File: src/rtl/atomic_mem_unit.sv
module atomic_mem_unit #(
  parameter int N  = 3,
  parameter int AW = 8,
  parameter int DW = 32
) (
  input  logic            clk,
  input  logic            rst_n,
  input  logic [N-1:0]    req_valid,
  output logic [N-1:0]    req_ready,
  input  logic [3*N-1:0]  req_op,
  input  logic [AW*N-1:0] req_addr,
  input  logic [DW*N-1:0] req_wdata,
  input  logic [DW*N-1:0] req_rval,
  output logic [N-1:0]    rsp_valid,
  output logic [DW-1:0]   rsp_rdata,
  output logic            rsp_ok,
  output logic            mem_en,
  output logic            mem_we,
  output logic [AW-1:0]   mem_addr,
  output logic [DW-1:0]   mem_wdata,
  input  logic [DW-1:0]   mem_rdata
);
  localparam int IW = (N > 1) ? $clog2(N) : 1;
  localparam logic [2:0] OP_RD = 3'd0, OP_WR = 3'd1, OP_TAS = 3'd2,
                         OP_TXC = 3'd3, OP_LR = 3'd4, OP_SC = 3'd5;

  typedef enum logic [1:0] {S_IDLE, S_READ, S_EVAL, S_RESP} state_t;
  state_t state;

  logic [IW-1:0] last_q, own_q, pick;
  logic          pick_any;
  logic [2:0]    op_q;
  logic [AW-1:0] addr_q;
  logic [DW-1:0] wdata_q, rval_q, old_q;
  logic          ok_q;
  logic [N-1:0]  rv_q;
  logic [AW-1:0] ra_q [N];

  logic          do_wr, ok_c;
  logic [DW-1:0] wval;
  logic          hit;

  always_comb begin
    pick = '0;
    pick_any = 1'b0;
    for (int k = 1; k <= N; k++) begin
      int idx;
      idx = (int'(last_q) + k) % N;
      if (!pick_any && req_valid[idx]) begin
        pick = IW'(idx);
        pick_any = 1'b1;
      end
    end
  end

  always_comb begin
    req_ready = '0;
    if (state == S_IDLE && pick_any) req_ready[pick] = 1'b1;
  end

  assign hit = rv_q[own_q] && (ra_q[own_q] == addr_q);

  always_comb begin
    do_wr = 1'b0;
    ok_c  = 1'b1;
    wval  = wdata_q;
    case (op_q)
      OP_WR:  do_wr = 1'b1;
      OP_TAS: begin do_wr = (mem_rdata == '0); ok_c = do_wr; end
      OP_TXC: begin do_wr = (rval_q == '0); ok_c = do_wr; wval = rval_q; end
      OP_SC:  begin do_wr = hit; ok_c = hit; end
      default: ;
    endcase
  end

  assign mem_en    = (state == S_READ) || (state == S_EVAL && do_wr);
  assign mem_we    = (state == S_EVAL);
  assign mem_addr  = addr_q;
  assign mem_wdata = wval;

  always_comb begin
    rsp_valid = '0;
    if (state == S_RESP) rsp_valid[own_q] = 1'b1;
  end
  assign rsp_rdata = old_q;
  assign rsp_ok    = ok_q;

  always_ff @(posedge clk or negedge rst_n) begin
    if (!rst_n) begin
      state   <= S_IDLE;
      last_q  <= IW'(N - 1);
      own_q   <= '0;
      op_q    <= '0;
      addr_q  <= '0;
      wdata_q <= '0;
      rval_q  <= '0;
      old_q   <= '0;
      ok_q    <= 1'b0;
    end else begin
      case (state)
        S_IDLE: if (pick_any) begin
          state   <= S_READ;
          own_q   <= pick;
          last_q  <= pick;
          op_q    <= req_op[3*pick +: 3];
          addr_q  <= req_addr[AW*pick +: AW];
          wdata_q <= req_wdata[DW*pick +: DW];
          rval_q  <= req_rval[DW*pick +: DW];
        end
        S_READ: state <= S_EVAL;
        S_EVAL: begin
          state <= S_RESP;
          old_q <= mem_rdata;
          ok_q  <= ok_c;
        end
        default: state <= S_IDLE;
      endcase
    end
  end

  always_ff @(posedge clk or negedge rst_n) begin
    if (!rst_n) begin
      rv_q <= '0;
      for (int j = 0; j < N; j++) ra_q[j] <= '0;
    end else if (state == S_EVAL) begin
      for (int j = 0; j < N; j++) begin
        if (do_wr && ra_q[j] == addr_q) rv_q[j] <= 1'b0;
        if (IW'(j) == own_q && op_q == OP_SC) rv_q[j] <= 1'b0;
        if (IW'(j) == own_q && op_q == OP_LR) begin
          rv_q[j] <= 1'b1;
          ra_q[j] <= addr_q;
        end
      end
    end
  end
endmodule

File: config.mk
export PLATFORM = sky130hd
export DESIGN_NAME = atomic_mem_unit
export DESIGN_NICKNAME = d
export VERILOG_FILES = /design/src/rtl/atomic_mem_unit.sv
export SDC_FILE = /design/constraint.sdc
export NUM_CORES = 1
export LEC_CHECK = 0
export ABC_CLOCK_PERIOD_IN_PS = 6700
export BUFFER_PORTS_ARGS = -buffer_cell sky130_fd_sc_hd__buf_2
export CAP_MARGIN = 40
export CORE_ASPECT_RATIO = 0.9
export CORE_UTILIZATION = 49
export DETAILED_ROUTE_END_ITERATION = 7
export PLACE_DENSITY = 0.81
export RECOVER_POWER = 25
export SKIP_CTS_REPAIR_TIMING = 1
export SLEW_MARGIN = 15
export SYNTH_ARGS = -nofsm -noshare
export SYNTH_HDL_FRONTEND = slang
export SYNTH_SLANG_ARGS = --single-unit
export TNS_END_PERCENT = 5
File: constraint.sdc
create_clock -name clk -period 6.7 [get_ports clk]
set_clock_uncertainty 0.2 [all_clocks]
set_input_delay 1.675 -clock clk [delete_from_list [all_inputs] [get_ports clk]]
set_output_delay 1.675 -clock clk [all_outputs]
set_load 0.01 [all_outputs]
==> impl_metrics.ini <==
[synth]
synth-edff-count = 0
synth.avg_cell_area_um2 = 11.1
synth_cell_types = 51
syn-cell-area_mm2 = 0.00834
syn_nets = 1022
synthCells = 754
yosysSeqAreaShare = 0.420
async_flop_share = 1.00
ys_warn_count = 0
synth_seq_cells = 140
synth_ff_type = dfrtp_1

[sta]
timing.final.crit_share = 0.838
finalHoldViolations = 0
rsz0062_at_grt = false
maxSlewHeadroom = -0.201
setup_violations = 0
fin_crit_ps = 5620
slew_viol_final = 38
tightest_slew_ps = 1800
fmax_ghz = 0.178
fin_tns_setup_ps = 0

[power_and_ir_drop]
ir_drop_mv = 0.234
total_power_mw = 4.82
power.leakage_nw = 5.52
power_density_mw_per_mm2 = 454

[global_routing]
grt_pass1_wl_mm = 35.2
grt_overflow_total = 0
grt_max_degree = 100
antenna_found_initial = 0
track_usage = 0.260
grt_pass1_vias = 6894

[clocking]
clkTransAtPathRegs_ps = 60
cts_tree = yes
clk_latency_ps = 420
cts_buffers = 17
cts.sinks = 140
cts_htree_levels = 4
clockRootBuffer = clkbuf_16
clockBufferDepth = 2

[worst_hold_path]
hp-start = wdata_q[1]
hp-class = reg2reg

[critical_path]
cp.buffers_inverters = 3
r2r_cells = 9
r2r_start = last_q[0]
cp_common_cell = o21ai_0
startpoint = state[0]
required_ps = 4830
r2r_setup_slack_ps = 2720
path_max_fanout = 37
slowest_delay_ps = 1320
critPathCaptureType = primary output
crit_chain = inv_1 > ha_1 > clkbuf_1 > o21ai_0 > o21ai_0 > or3_1 > buf_2
worst_path_max_delay_cell = clkbuf_1
cp_top_family = buffers and inverters
endpoint = mem_en
cp-start-kind = register
reg2reg_to = op_q[0]
path_depth = 7
path_class = reg2out
worstPathArrival_ps = 3740

[floorplan]
die-area_mm2 = 0.0175
core_mm2 = 0.0164
die_y_um = 126
ios = 343
rows = 44
die_w_um = 140
start_util = 0.508

[final_layout]
nNetsFinal = 1336
layout-drive-gt1-share = 0.493
final_cells = 1288
area_growth_pct = 27.4
diodes = 0

[routing]
ant_nets = 0
wl_met2_mm = 11.5
num_vias = 6895
drt-initial-drc-count = 322
vias_per_cell = 5.35
drc_errors = 0
top_layer_used = met4
totalWireLength_mm = 22.5
wl_met1_mm = 9.29
drt_first_pass_iters = 4
wl_met3_mm = 1.26
routedWlPerCell_um = 17.4

[job]
cap_violations = 1

[run_status]
outcome = finished, violations left
violations = max-capacitance violations, max-slew violations

[placement]
portBuffers = 342
dp_hpwl_mm = 16.9
dp_cells = 1256
gp_congestion = 0.859
[how the worst min path moves through the flow]
stage,endpoint,slack [ps],depth (start not counted)
final,wdata_q[1],280,2
after global placement,wdata_q[31],260,2
after detailed placement,wdata_q[31],270,2
after global routing,wdata_q[16],300,2
after CTS,wdata_q[1],290,2
after floorplan,wdata_q[31],240,2
[cell usage after synthesis (4+ instances only)]
cell type	n	area, um^2
dfrtp_1	139	3480
mux2_2	138	1550
nand2_1	85	319
mux2i_1	82	821
o21ai_1	50	250
o21ai_0	33	165
mux2_1	26	293
nor4_1	21	131
xor2_1	20	175
buf_6	15	169
clkbuf_1	14	52.6
buf_2	13	65.1
nor2_1	13	48.8
xnor2_1	9	78.8
buf_1	8	30.0
inv_1	8	30.0
ha_1	6	75.1
nor2b_1	6	37.5
o31ai_1	6	45.0
a21oi_1	5	25.0
buf_4	4	30.0
nand3_1	4	20.0
nand4_1	4	25.0
nor3b_1	4	30.0
o2bb2ai_1	4	35.0
[worst reg2reg max path, delay by kind of cell, from the launching register on]
family                   cells  cell delay [ps]
multiplexers                 2              650
adder cells (fa/ha/maj)      2              710
flip-flops                   1              720
buffers and inverters        3             1260
AO/OA/AOI/OAI                2              280
[area by class of cell]
cell class                      count  area, um^2
Tap cell                          207         259
Timing Repair Buffer              350        1790
Inverter                            8        30.0
Fill cell                        1332        5780
Clock buffer                       17         425
Multi-Input combinational cell    551        4470
Clock inverter                     15         153
Sequential cell                   140        3500
[metrics by stage]
stage	hold slack (ps)	instance area [um^2]	utilization	setup WS, ps
floorplan	244	8340	-	1990
global placement	256	10000	0.611	1570
detailed placement	270	10000	0.613	1500
CTS	286	10600	0.648	1500
global route	295	10600	0.648	722
finish	279	10600	0.648	1080
[placed cells by master, fill, tap and decap left out, types with 2 or more instances in the layout]
cell type and n:
nor2b_1 6, or3_1 2, o32ai_1 2, o31ai_1 5, a32o_1 2, o21ai_0 33
a21o_1 3, nand2_1 83, ha_1 6, nor2_1 13, xnor2_1 9, inv_1 8
maj3_2 2, nand2b_1 3, a21oi_1 5, mux2_1 27, mux2_2 137, nor4_1 21
buf_4 6, o21ai_1 50, xor2_1 20, clkinv_4 3, inv_6 8, o2bb2ai_1 4
nor3b_1 4, nor3_1 2, dfrtp_1 139, a221oi_1 2, nand3_1 4, mux2i_1 82
clkinvlp_4 2, buf_2 341, clkbuf_16 17, nor2_2 2, nand4_1 4
[logic make-up (layout without fill, tap and decap cells)]
family / count (synthesis) / count (layout) / synth area share
DFF: 140 / 140 / 0.420
and+or+nand+nor: 155 / 155 / 0.0899
muxes: 247 / 247 / 0.322
AOI/OAI and AO/OA: 112 / 112 / 0.0789
adders and majority gates: 8 / 8 / 0.0117
xor gates and xnor gates: 29 / 29 / 0.0305
buffers and inverters: 63 / 390 / 0.0470
[registers in the layout, summed over array words and instances, names as in the netlist, 2 cells and up]
name / count
mem_addr: 8
op_q: 3
rval_q: 32
rv_q: 3
last_q: 2
ra_q: 24
rsp_rdata: 32
state: 2
wdata_q: 32
[power by group]
group / switching [mW] / total [mW] / internal (mW)
logic: 1.19 / 2.29 / 1.10
registers: 0.358 / 1.60 / 1.25
clock network: 0.397 / 0.921 / 0.524
[routing by layer]
layer  GRT usage  vias up
met5           0        -
met4      0.0765        0
met3      0.0673       27
met2       0.466      241
met1       0.306     3280
li1            -     3347
(Power assumes the default switching activity.)
